--- src/rtl/hs_mem_pkg.sv ---
package hs_mem_pkg;
  localparam int WORD_W = 32;
  typedef logic [WORD_W-1:0] word_t;

  // Per-bit merge: mask 1 takes the new bit, mask 0 keeps the old bit.
  function automatic word_t merge_bits(word_t old_w, word_t new_w, word_t en);
    return (old_w & ~en) | (new_w & en);
  endfunction

  // Width of a down-counter that must hold the value w.
  function automatic int cnt_width(int w);
    return (w < 1) ? 1 : $clog2(w + 1);
  endfunction
endpackage

--- src/rtl/hs_wait_chan.sv ---
module hs_wait_chan #(
  parameter int WAIT = 2
) (
  input  logic clk,
  input  logic rst_n,
  input  logic req,
  output logic busy,
  output logic accept,
  output logic fire,
  output logic illegal
);
  localparam int CW = hs_mem_pkg::cnt_width(WAIT);

  generate
    if (WAIT == 0) begin : g_zero
      assign busy = 1'b0;
      assign fire = req;
    end else begin : g_wait
      logic [CW-1:0] cnt;
      always_ff @(posedge clk) begin
        if (!rst_n)             cnt <= '0;
        else if (accept)        cnt <= CW'(WAIT);
        else if (cnt != '0)     cnt <= cnt - 1'b1;
      end
      assign busy = (cnt != '0);
      assign fire = (cnt == CW'(1));
    end
  endgenerate

  assign accept  = req & ~busy;
  assign illegal = req & busy;
endmodule

--- src/rtl/hs_word_array.sv ---
module hs_word_array #(
  parameter int AW = 4
) (
  input  logic                  clk,
  input  logic                  we,
  input  logic [AW-1:0]         waddr,
  input  hs_mem_pkg::word_t     wdata,
  input  hs_mem_pkg::word_t     wmask,
  input  logic [AW-1:0]         raddr,
  output hs_mem_pkg::word_t     rdata
);
  localparam int DEPTH = 1 << AW;

  hs_mem_pkg::word_t mem [DEPTH];

  always_ff @(posedge clk) begin
    if (we) mem[waddr] <= hs_mem_pkg::merge_bits(mem[waddr], wdata, wmask);
  end

  assign rdata = mem[raddr];
endmodule

--- src/rtl/hs_irq_latch.sv ---
module hs_irq_latch (
  input  logic clk,
  input  logic rst_n,
  input  logic raise,
  input  logic clear,
  output logic irq
);
  always_ff @(posedge clk) begin
    if (!rst_n)     irq <= 1'b0;
    else if (raise) irq <= 1'b1;
    else if (clear) irq <= 1'b0;
  end
endmodule

--- src/rtl/hs_mem_responder.sv ---
module hs_mem_responder #(
  parameter int AW   = 4,
  parameter int WAIT = 2
) (
  input  logic          clk,
  input  logic          rst_n,
  input  logic          rd_req,
  input  logic [AW-1:0] rd_addr,
  output logic          rd_busy,
  output logic [31:0]   rd_data,
  input  logic          wr_req,
  input  logic [AW-1:0] wr_addr,
  input  logic [31:0]   wr_data,
  input  logic [31:0]   wr_mask,
  output logic          wr_busy,
  input  logic          irq_raise,
  input  logic          irq_clear,
  output logic          irq,
  output logic          proto_err
);
  import hs_mem_pkg::*;

  localparam bit ZERO_WAIT = (WAIT == 0);

  // Named internal events, brought out for the checker.
  logic rd_accept, rd_fire, rd_illegal;
  logic wr_accept, wr_fire, wr_illegal;

  hs_wait_chan #(.WAIT(WAIT)) u_rd_chan (
    .clk(clk), .rst_n(rst_n), .req(rd_req),
    .busy(rd_busy), .accept(rd_accept), .fire(rd_fire), .illegal(rd_illegal)
  );

  hs_wait_chan #(.WAIT(WAIT)) u_wr_chan (
    .clk(clk), .rst_n(rst_n), .req(wr_req),
    .busy(wr_busy), .accept(wr_accept), .fire(wr_fire), .illegal(wr_illegal)
  );

  // Request capture: fields are held from the accepting cycle.
  logic [AW-1:0] rd_addr_q, wr_addr_q;
  word_t         wr_data_q, wr_mask_q;

  always_ff @(posedge clk) begin
    if (rd_accept) rd_addr_q <= rd_addr;
    if (wr_accept) begin
      wr_addr_q <= wr_addr;
      wr_data_q <= wr_data;
      wr_mask_q <= wr_mask;
    end
  end

  logic [AW-1:0] rd_eff_addr, wr_eff_addr;
  word_t         wr_eff_data, wr_eff_mask, arr_rdata;

  assign rd_eff_addr = ZERO_WAIT ? rd_addr : rd_addr_q;
  assign wr_eff_addr = ZERO_WAIT ? wr_addr : wr_addr_q;
  assign wr_eff_data = ZERO_WAIT ? wr_data : wr_data_q;
  assign wr_eff_mask = ZERO_WAIT ? wr_mask : wr_mask_q;

  hs_word_array #(.AW(AW)) u_array (
    .clk(clk), .we(wr_fire), .waddr(wr_eff_addr),
    .wdata(wr_eff_data), .wmask(wr_eff_mask),
    .raddr(rd_eff_addr), .rdata(arr_rdata)
  );

  always_ff @(posedge clk) begin
    if (!rst_n)       rd_data <= '0;
    else if (rd_fire) rd_data <= arr_rdata;
  end

  always_ff @(posedge clk) begin
    if (!rst_n)                        proto_err <= 1'b0;
    else if (rd_illegal | wr_illegal)  proto_err <= 1'b1;
  end

  hs_irq_latch u_irq (
    .clk(clk), .rst_n(rst_n), .raise(irq_raise), .clear(irq_clear), .irq(irq)
  );
endmodule

--- config.mk ---
export PLATFORM = sky130hd
export DESIGN_NAME = hs_mem_responder
export DESIGN_NICKNAME = d
export VERILOG_FILES = /design/src/rtl/hs_mem_pkg.sv /design/src/rtl/hs_wait_chan.sv /design/src/rtl/hs_word_array.sv /design/src/rtl/hs_irq_latch.sv /design/src/rtl/hs_mem_responder.sv
export SDC_FILE = /design/constraint.sdc
export NUM_CORES = 1
export LEC_CHECK = 0
export BUFFER_PORTS_ARGS = -buffer_cell sky130_fd_sc_hd__buf_4
export CELL_PAD_IN_SITES_DETAIL_PLACEMENT = 1
export CELL_PAD_IN_SITES_GLOBAL_PLACEMENT = 1
export CORE_ASPECT_RATIO = 0.5
export CORE_UTILIZATION = 30
export CTS_CLUSTER_SIZE = 40
export DETAILED_ROUTE_END_ITERATION = 10
export GPL_TIMING_DRIVEN = 0
export PLACE_DENSITY = 0.57
export SLEW_MARGIN = 10
export SYNTH_ARGS = -nofsm -noshare
export SYNTH_HDL_FRONTEND = slang
export SYNTH_SLANG_ARGS = --single-unit
--- constraint.sdc ---
create_clock -name clk -period 9.17 [get_ports clk]
set_input_delay 1.3755 -clock clk [delete_from_list [all_inputs] [get_ports clk]]
set_output_delay 1.3755 -clock clk [all_outputs]
set_load 0.02 [all_outputs]
==> results.sh, run 1 <==
export IMPL_status="finished, violations left"
export IMPL_violations="design-rule violations"
export IMPL_drtAntennaViolNets=0
export IMPL_syn_inst=1279
export IMPL_worst_setup_path_end_kind="flip-flop"
export IMPL_dr_pass1_iters=8
export IMPL_max_freq_ghz=0.3188
export IMPL_die_area_um2=90770
export IMPL_ctsResizeCount=0
export IMPL_route_met3_wl_um=4992
export IMPL_grt_overflow=0
export IMPL_avgRoutedWirePerCell_um=30.96
export IMPL_p_comb_frac=0.103
export IMPL_cp_slowest_cell="clkbuf_1"
export IMPL_pin_count=114
export IMPL_cts_tree="yes"
export IMPL_ctsHoldBuffers=0
export IMPL_routed_wl_um=84940
export IMPL_max_slew_margin=0.1149
export IMPL_fin_hold_ws_ns=0.4790
export IMPL_yosysUniqueCellTypes=35
export IMPL_cts_root_buf="clkbuf_16"
export IMPL_max_slew_worst_pin_slew_ns=1.328
export IMPL_p_clk_frac=0.397
export IMPL_hold_path_class="flip-flop to flip-flop"
export IMPL_syn_to_final_growth_pct=19.71
export IMPL_final_nets=1584
export IMPL_numPortBuffers=113
export IMPL_synth_area_um2=26850
export IMPL_switching_power_uw=1556
export IMPL_drive_above_1_share=0.3688
export IMPL_worst_endpoint_arrival_ns=3.50
export IMPL_sw_frac_of_total=0.2385
export IMPL_finalPower_uw=6522
export IMPL_place_congestion=0.7825
export IMPL_max_stage_delay_ns=0.89
export IMPL_rr_worst_depth=7
export IMPL_core_area_um2=88440
export IMPL_async_flop_share=0
export IMPL_drc=2
export IMPL_tns_ns=0
export IMPL_numCtsBuffers=66
export IMPL_cts_sinks=626
export IMPL_yosysWarnings=0
export IMPL_cap_violations=0
export IMPL_clock_latency_ns=0.62
export IMPL_die_x_um=425.1
export IMPL_grt_usage=0.1888
export IMPL_hpwl_um=56470
export IMPL_worstPathCellList="buf_2 > or2_2 > clkbuf_1 > clkbuf_1 > o22ai_1 > a211oi_1 > a21o_1"
export IMPL_rsz0062_at_grt="no"
export IMPL_timing_final_crit_share=0.3421
export IMPL_clk_pin_slew_ns=0.06
export IMPL_wl_met1_um=36900
export IMPL_cts_setup_buffers=0
export IMPL_p_seq_frac=0.500
export IMPL_grt_max_degree=25
export IMPL_synth_edff_count=584
export IMPL_yosys_most_used_dff="edfxtp_1"
export IMPL_path_max_fanout=16
export IMPL_die_h_um=213.5
export IMPL_n_antenna_cell=0
export IMPL_dp_cells=2623
export IMPL_grt_pass1_vias=15860
export IMPL_p_per_area_nw_per_um2=202.9
export IMPL_via_per_inst=5.484
export IMPL_setup_viol=0
export IMPL_dr_wl_met2_um=40560
export IMPL_worstHoldPathCells=2
export IMPL_htreeDepth=3
export IMPL_top_layer_used="met4"
export IMPL_finalCriticalPeriod_ns=3.137
export IMPL_antenna_found_initial=0
export IMPL_yosysSeqAreaShare=0.6845
export IMPL_clock_path_buffers=3
export IMPL_cp_common_cell="clkbuf_1"
export IMPL_leakagePower_uw=0.01039
export IMPL_internal_power_uw=4966
export IMPL_syn_nets=1357
export IMPL_synth_seq_cells=626
export IMPL_initial_core_util=0.3036
export IMPL_vias=15050
export IMPL_rows=77
export IMPL_start_kind="flip-flop"
export IMPL_ir_drop_v=0.0001103
export IMPL_grt_pass1_wl_um=120000
export IMPL_finalMaxSlewViolations=0
export IMPL_stdcell_count=2744
export IMPL_finalHoldViolCount=0
export IMPL_crit_required_ns=9.53
export IMPL_fin_skew_ns=0.02382
export IMPL_drtIter0Drc=1546
export IMPL_crit_type="flip-flop to flip-flop"
export IMPL_syn_avg_cell_area_um2=20.99
==> synth_stat cells (3+ instances only) <==
| cell | count | area share |
|---|---|---|
| a211oi_1 | 32 | 0.0089 |
| a21o_1 | 32 | 0.0089 |
| a22oi_1 | 31 | 0.0087 |
| buf_1 | 3 | 0.00042 |
| buf_2 | 29 | 0.0054 |
| buf_4 | 4 | 0.0011 |
| buf_6 | 12 | 0.0050 |
| clkbuf_1 | 38 | 0.0053 |
| dfxtp_1 | 42 | 0.031 |
| edfxtp_1 | 584 | 0.65 |
| inv_1 | 4 | 0.00056 |
| mux2_2 | 4 | 0.0017 |
| mux2i_1 | 65 | 0.024 |
| mux4_2 | 256 | 0.21 |
| nand2_1 | 33 | 0.0046 |
| nand2b_1 | 4 | 0.00093 |
| nor2_1 | 17 | 0.0024 |
| nor2b_1 | 3 | 0.00070 |
| nor3_1 | 4 | 0.00075 |
| o211ai_1 | 31 | 0.0087 |
| o22ai_1 | 32 | 0.0075 |
| or2_2 | 3 | 0.00070 |
==> layout make-up <==
cell class	instances	area, um2
Buffer	86	467.9
Clock buffer	101	1939
Clock inverter	20	103.9
Fill cell	8723	56300
Inverter	5	18.77
Multi-Input combinational cell	562	8105
Sequential cell	626	18380
Tap cell	1185	1483
Timing Repair Buffer	159	1645
==> sequential cells by signal, summed over array words and instances (netlist names), named ones only <==
register	count
proto_err	1
rd_addr_q	4
rd_data	32
u_array.mem	512
u_irq.irq	1
u_rd_chan.g_wait.cnt	2
u_wr_chan.g_wait.cnt	2
wr_addr_q	4
wr_data_q	32
wr_eff_mask	32
==> layout by cell type, fill, tap and decap left out, types with 2 or more instances in the layout <==
cell	instances
clkbuf_1	60
or2_2	3
nand2b_1	4
edfxtp_1	584
clkbuf_2	3
clkinvlp_4	3
buf_16	15
clkbuf_16	71
a211oi_1	32
a22oi_1	31
a21o_1	32
buf_4	131
nor2b_1	3
inv_1	4
nor2_1	4
clkinv_2	4
nand2_1	33
nor2_4	13
mux4_2	256
a21oi_1	2
dfxtp_1	42
buf_1	3
clkbuf_8	5
buf_2	29
o211ai_1	31
buf_12	10
mux2i_1	65
mux2_2	4
clkinv_1	10
o22ai_1	32
buf_6	19
nand4b_1	2
nor3_2	4
o21a_1	2
==> metal layers <==
layer	track usage	vias up
met2	0.3102	571
met5	0	-
met3	0.03135	148
met1	0.2586	8280
li1	-	6048
met4	0.05594	0
==> stage by stage <==
stage                     area, um2  setup slack, ns    util
after floorplan               26850            4.114       -
after global placement        29180            1.301  0.3299
after detailed placement      30100            5.730  0.3403
after CTS                     32140            6.015  0.3634
after global routing          32140            5.928  0.3634
final                         32140            6.033  0.3634
==> power by group through the flow <==
stage | Clock [uW] | Sequential, uW | Combinational, uW
floorplan | 0 | 3320 | 414
global placement | 0 | 3330 | 660
detailed placement | 0 | 3320 | 682
CTS | 2630 | 3260 | 684
global route | 2730 | 3260 | 716
finish | 2590 | 3260 | 674
==> cell families after synthesis <==
kind of cell / Yosys count / synth area share
AOI/OAI and AO/OA: 166 / 0.04474
buffers and inverters: 91 / 0.01799
DFF: 626 / 0.6845
muxes: 325 / 0.2407
and+or+nand+nor: 71 / 0.01212
==> path summary, 6_finish.rpt <==
path                from                   to  slack [ns]
max            flip-flop  u_array.mem[11][15]        6.03
min          rd_data[14]          rd_data[14]        0.48
max reg2reg    flip-flop  u_array.mem[11][15]        6.03
min reg2reg  rd_data[14]          rd_data[14]        0.48
==> worst max-delay path, delay by kind of cell (launching register included) <==
family          cells  cell delay [ns]
simple gates        1             0.15
buf+inv             3             1.43
flops               1             0.39
compound gates      3             0.90
(Power assumes the default switching activity.)
==> inputs of run 2 (changes only) <==
PLACE_DENSITY = 0.59   (was 0.57)
clock period = 2.85 ns   (was 9.17 ns; I/O delays follow)
==> run 2 against run 1 <==
Against the previous run:
- the run now ends clean
- non-clock buffer count grew 65
- count of clock-buffer cells in the layout is 26 lower
- sequential power grew to 3.2 times the previous value
- fmax increased by 15%
- first-iteration DRC count grew 4.2%
- sequential share of layout area fell by 1.5 points
- clock power grew to 3.4 times the previous value
- via count is 2.3% higher
- flip-flop and latch count unchanged
==> results.sh, run 2 (synthesized netlist as in run 1, its figures left out) <==
export IMPL_numCtsBuffers=61
export IMPL_cap_violations=0
export IMPL_finalHoldViolCount=0
export IMPL_dp_cells=2615
export IMPL_dr_pass1_iters=5
export IMPL_die_x_um=425.1
export IMPL_avgRoutedWirePerCell_um=31.05
export IMPL_initial_core_util=0.3036
export IMPL_switching_power_uw=5046
export IMPL_rsz0062_at_grt="no"
export IMPL_timing_rr_end="u_array.mem[7][3]"
export IMPL_sw_frac_of_total=0.2349
export IMPL_drive_above_1_share=0.3630
export IMPL_p_per_area_nw_per_um2=650.4
export IMPL_place_congestion=0.7942
export IMPL_grt_pass1_vias=16120
export IMPL_finalMaxSlewViolations=0
export IMPL_cts_setup_buffers=0
export IMPL_die_area_um2=90770
export IMPL_clock_latency_ns=0.65
export IMPL_leakagePower_uw=0.01077
export IMPL_ir_drop_v=0.0004955
export IMPL_htreeDepth=2
export IMPL_hold_start="rst_n"
export IMPL_p_seq_frac=0.488
export IMPL_worst_setup_path_end_kind="flip-flop"
export IMPL_via_per_inst=5.491
export IMPL_p_comb_frac=0.106
export IMPL_cts_tree="yes"
export IMPL_grt_max_degree=27
export IMPL_stdcell_count=2802
export IMPL_p_clk_frac=0.406
export IMPL_final_nets=1644
export IMPL_rr_worst_depth=5
export IMPL_routed_wl_um=86990
export IMPL_multiInputGateArea_um2=8130
export IMPL_start_kind="flip-flop"
export IMPL_clock_path_buffers=3
export IMPL_dpl_worst_slack_ns=-0.07834
export IMPL_pin_count=114
export IMPL_worstHoldPathCells=2
export IMPL_fin_skew_ns=0.02060
export IMPL_grt_pass1_wl_um=121500
export IMPL_worst_endpoint_arrival_ns=3.11
export IMPL_timing_final_crit_share=0.9579
export IMPL_finalCriticalPeriod_ns=2.730
export IMPL_largest_register="u_array.mem"
export IMPL_final_cell_mix="edfxtp_1 (584), mux4_2 (256), buf_4 (117), dlygate4sd3_1 (73), mux2i_1 (65)"
export IMPL_hpwl_um=55260
export IMPL_cts_root_buf="clkbuf_16"
export IMPL_grt_overflow=0
export IMPL_final_util=0.3734
export IMPL_rows=77
export IMPL_antenna_found_initial=0
export IMPL_grt_usage=0.1918
export IMPL_syn_to_final_growth_pct=23.01
export IMPL_numPortBuffers=113
export IMPL_final_common_cell="edfxtp_1"
export IMPL_status="finished, final reports clean"
export IMPL_path_max_fanout=16
export IMPL_vias=15390
export IMPL_fillers=8659
export IMPL_crit_type="flip-flop to flip-flop"
export IMPL_regArea_um2=18380
export IMPL_hold_path_class="input pin to flip-flop"
export IMPL_fin_ws_ns=0.1201
export IMPL_max_slew_worst_pin_slew_ns=1.352
export IMPL_die_h_um=213.5
export IMPL_crit_required_ns=3.23
export IMPL_clk_pin_slew_ns=0.07
export IMPL_max_slew_margin=0.09837
export IMPL_n_antenna_cell=0
export IMPL_cts_sinks=626
export IMPL_drc=0
export IMPL_min_to="u_irq.irq"
export IMPL_core_area_um2=88440
export IMPL_max_freq_ghz=0.3663
export IMPL_rrSetupSlack_ns=0.12
export IMPL_drtAntennaViolNets=0
export IMPL_internal_power_uw=16430
export IMPL_setup_viol=0
export IMPL_largest_reg_flops=512
export IMPL_drtIter0Drc=1611
-- run 2: power by group through the flow --
stage	clock network (uW)	logic [uW]	registers, uW
after detailed placement	0	2200	10700
after floorplan	0	1330	10700
after global placement	0	2130	10700
final	8720	2270	10500
after CTS	8850	2290	10500
after global routing	9130	2410	10500
-- run 2: critical path, stage by stage, from the launching register on --
cell and delay (ns):
dfxtp_1 0.33, buf_4 0.17, clkbuf_1 1.00, mux2i_1 0.25, a211oi_1 0.31, a21o_1 0.39
-- run 2: final cells by class --
| cell class | count | area share |
|---|---|---|
| clock buffers | 75 | 0.04872 |
| clock inverters | 39 | 0.01546 |
| inverters | 5 | 0.0005683 |
| well taps | 1185 | 0.04489 |
| flip-flops and latches | 626 | 0.5564 |
| plain buffers | 86 | 0.01455 |
| repair buffers | 224 | 0.07319 |
| multi-input cells | 562 | 0.2462 |
-- run 2: worst max path at each step --
stage	startpoint	end	slack (ns)	cells past startpoint
2_1_floorplan	u_wr_chan.g_wait.cnt[1]	u_array.mem[5][0]	0.09	3
3_3_place_gp	u_wr_chan.g_wait.cnt[1]	u_array.mem[2][24]	-2.55	3
3_5_place_dp	flip-flop	u_array.mem[5][30]	-0.08	7
4_1_cts	flip-flop	u_array.mem[0][11]	0.008	6
5_1_grt	flip-flop	u_array.mem[7][5]	0.02	5
6_report	flip-flop	u_array.mem[7][3]	0.12	5
-- run 2: per-layer routing --
metal,wire length [um],share of wire,track usage
met1,36060,0.41,0.2532
met2,42820,0.49,0.3238
met3,5769,0.066,0.03596
met4,2292,0.026,0.05495
met5,48,0.00055,0.004167
-- run 2: what timing repair did --
item | in CTS | in global routing
resized for setup | 4 | 9
endpoints found under the setup margin | 288 | 327
hold buffers | 73 | 0
hold endpoints to repair | 73 | 0
-- run 2: stage by stage --
| step | hold WS [ns] | TNS (ns) | power [uW] | cell area (um2) |
|---|---|---|---|---|
| final | 0.06349 | 0 | 21480 | 33030 |
| after floorplan | 0.4719 | 0 | 11990 | 26880 |
| after global routing | 0.07405 | 0 | 22030 | 33030 |
| after detailed placement | 0.4587 | -5.824 | 12890 | 30160 |
| after CTS | 0.03444 | 0 | 21620 | 33020 |
| after global placement | 0.4541 | -1085.63 | 12810 | 29210 |
==> inputs of run 3 (changes only) <==
--- a/config.mk
+++ b/config.mk
@@ -15,3 +15,3 @@
 export GPL_TIMING_DRIVEN = 0
-export PLACE_DENSITY = 0.59
+export PLACE_DENSITY = 0.57
 export SLEW_MARGIN = 10
==> constraint.sdc (replaced) <==
create_clock -name clk -period 2.9 [get_ports clk]
set_input_delay 0.435 -clock clk [delete_from_list [all_inputs] [get_ports clk]]
set_output_delay 0.435 -clock clk [all_outputs]
set_load 0.01 [all_outputs]
==> run 3 against run 2 <==
Against the previous run:
- worst setup slack better by 0.019 ns
- die area stayed put
- count of clock-buffer cells in the layout grew 23
- non-clock buffer count stayed put
- final area up 0.25%
- register-to-register slack better by 0.02 ns
- wire length shrank 3.1%
- critical endpoint is now u_array.mem[4][9]
- largest power group unchanged
==> results.sh, run 3 (synthesized netlist as in run 1, its figures left out) <==
export IMPL_grt_pass1_vias=16080
export IMPL_fin_hold_ws_ns=0.03103
export IMPL_fin_skew_ns=0.01909
export IMPL_die_area_um2=90770
export IMPL_top_layer_used="met4"
export IMPL_numPortBuffers=113
export IMPL_crit_type="flip-flop to flip-flop"
export IMPL_rsz0062_at_grt="no"
export IMPL_dp_cells=2616
export IMPL_avgRoutedWirePerCell_um=30.00
export IMPL_grt_pass1_wl_um=118700
export IMPL_finalHoldViolCount=0
export IMPL_clk_pin_slew_ns=0.07
export IMPL_largest_reg_flops=512
export IMPL_drive_above_1_share=0.3567
export IMPL_wl_met1_um=37150
export IMPL_max_stage_delay_ns=0.96
export IMPL_rows=77
export IMPL_grt_max_degree=29
export IMPL_clock_latency_ns=0.61
export IMPL_cp_top_family="buffers and inverters"
export IMPL_max_slew_margin=0.1265
export IMPL_setup_viol=0
export IMPL_worstPathCellList="buf_4 > clkdlybuf4s15_1 > mux2i_1 > a211oi_1 > a21o_1"
export IMPL_final_cell_mix="edfxtp_1 (584), mux4_2 (256), buf_4 (117), clkbuf_16 (72), dlygate4sd3_1 (72)"
export IMPL_cts_sinks=626
export IMPL_vias=15000
export IMPL_core_area_um2=88440
export IMPL_pin_count=114
export IMPL_worst_endpoint_arrival_ns=3.13
export IMPL_hpwl_um=55600
export IMPL_stdcell_count=2809
export IMPL_syn_to_final_growth_pct=23.32
export IMPL_drtAntennaViolNets=0
export IMPL_dr_pass1_iters=9
export IMPL_multiInputGateArea_um2=8130
export IMPL_grt_overflow=0
export IMPL_worst_setup_path_end_kind="flip-flop"
export IMPL_cts_root_buf="clkbuf_16"
export IMPL_place_congestion=0.7750
export IMPL_finalCriticalPeriod_ns=2.761
export IMPL_path_max_fanout=16
export IMPL_htreeDepth=3
export IMPL_ir_drop_v=0.0003853
export IMPL_finalMaxSlewViolations=0
export IMPL_cts_tree="yes"
export IMPL_fillers=8652
export IMPL_numCtsBuffers=66
export IMPL_cap_violations=0
export IMPL_max_slew_worst_pin_slew_ns=1.310
export IMPL_start_kind="flip-flop"
export IMPL_regArea_um2=18380
export IMPL_drtIter0Drc=1446
export IMPL_clock_path_buffers=3
export IMPL_antenna_found_initial=0
export IMPL_final_nets=1649
export IMPL_via_per_inst=5.338
export IMPL_route_met3_wl_um=4003
export IMPL_finish_instance_area_um2=33110
export IMPL_hold_path_class="input pin to flip-flop"
export IMPL_p_per_area_nw_per_um2=638.1
export IMPL_largest_register="u_array.mem"
export IMPL_routed_wl_um=84270
export IMPL_timing_final_crit_share=0.9521
export IMPL_final_common_cell="edfxtp_1"
export IMPL_grt_usage=0.1865
export IMPL_drc=0
export IMPL_max_freq_ghz=0.3622
export IMPL_cp_slowest_cell="clkdlybuf4s15_1"
export IMPL_leakagePower_uw=0.01078
export IMPL_crit_required_ns=3.27
export IMPL_die_h_um=213.5
export IMPL_initial_core_util=0.3036
export IMPL_dr_wl_met2_um=41140
export IMPL_dpl_cell_area_um2=30200
export IMPL_status="finished, final reports clean"
export IMPL_die_x_um=425.1
export IMPL_crit_buf_inv=2
## run 3: cell count changes in the layout (fill, tap and decap cells not counted), sizes merged, moves of 2 or more
cell / change
clkbuf: +19
bufinv: -8
clkinv: -8
buf: +3
clkdlybuf4s15: +2
inv: -2
## run 3: final timing paths
check | start | end | slack (ns) | cells past startpoint
setup / recovery | flip-flop | u_array.mem[4][9] | 0.14 | 5
hold / removal | irq_raise | u_irq.irq | 0.03 | 2
setup reg to reg | flip-flop | u_array.mem[4][9] | 0.14 | 5
hold reg to reg | rd_data[17] | rd_data[17] | 0.48 | 2
## run 3: worst reg2reg max path: stages (launching register included)
cell	delay, ns
dfxtp_1	0.38
buf_4	0.21
clkdlybuf4s15_1	0.96
mux2i_1	0.19
a211oi_1	0.39
a21o_1	0.39
## run 3: area by class of cell
cell class / instances / share of cell area
inverter: 5 / 0.0005668
clock inverter: 22 / 0.006537
multi-input combinational: 562 / 0.2456
sequential: 626 / 0.5550
tap: 1185 / 0.04478
clock buffer: 98 / 0.05887
timing repair buffer: 224 / 0.07384
buffer: 86 / 0.01474
antenna: 1 / 0.00007558
## run 3: timing repair
item	4_1_cts	5_1_grt
setup buffers	0	0
pin swaps	0	0
hold buffers	72	0
endpoints found under the hold margin	72	0
gates resized for setup	4	13
setup endpoints to repair	348	342
## run 3: metal layers
layer | up-vias | global-route usage
li1 | 6167 | -
met1 | 8281 | 0.2533
met2 | 427 | 0.3120
met3 | 120 | 0.02887
met4 | 0 | 0.05222
met5 | - | 0
## run 3: where the power goes
group	switching [uW]	internal, uW	leakage, uW	total [uW]
clock	3610	5020	0.00104	8640
sequential	83.4	10200	0.00565	10300
combinational	1270	915	0.00410	2180
total	4970	16200	0.0108	21100
## run 3: through the flow
| stage | utilization | TNS [ns] | worst slack, ns | total power [uW] |
|---|---|---|---|---|
| after floorplan | - | 0 | 0.1388 | 11770 |
| after global placement | 0.3302 | -975.37 | -2.394 | 12560 |
| after detailed placement | 0.3415 | -5.141 | -0.06139 | 12620 |
| after CTS | 0.3742 | 0 | 0.03399 | 21280 |
| after global routing | 0.3743 | 0 | 0.004078 | 21710 |
| final | 0.3744 | 0 | 0.1390 | 21130 |
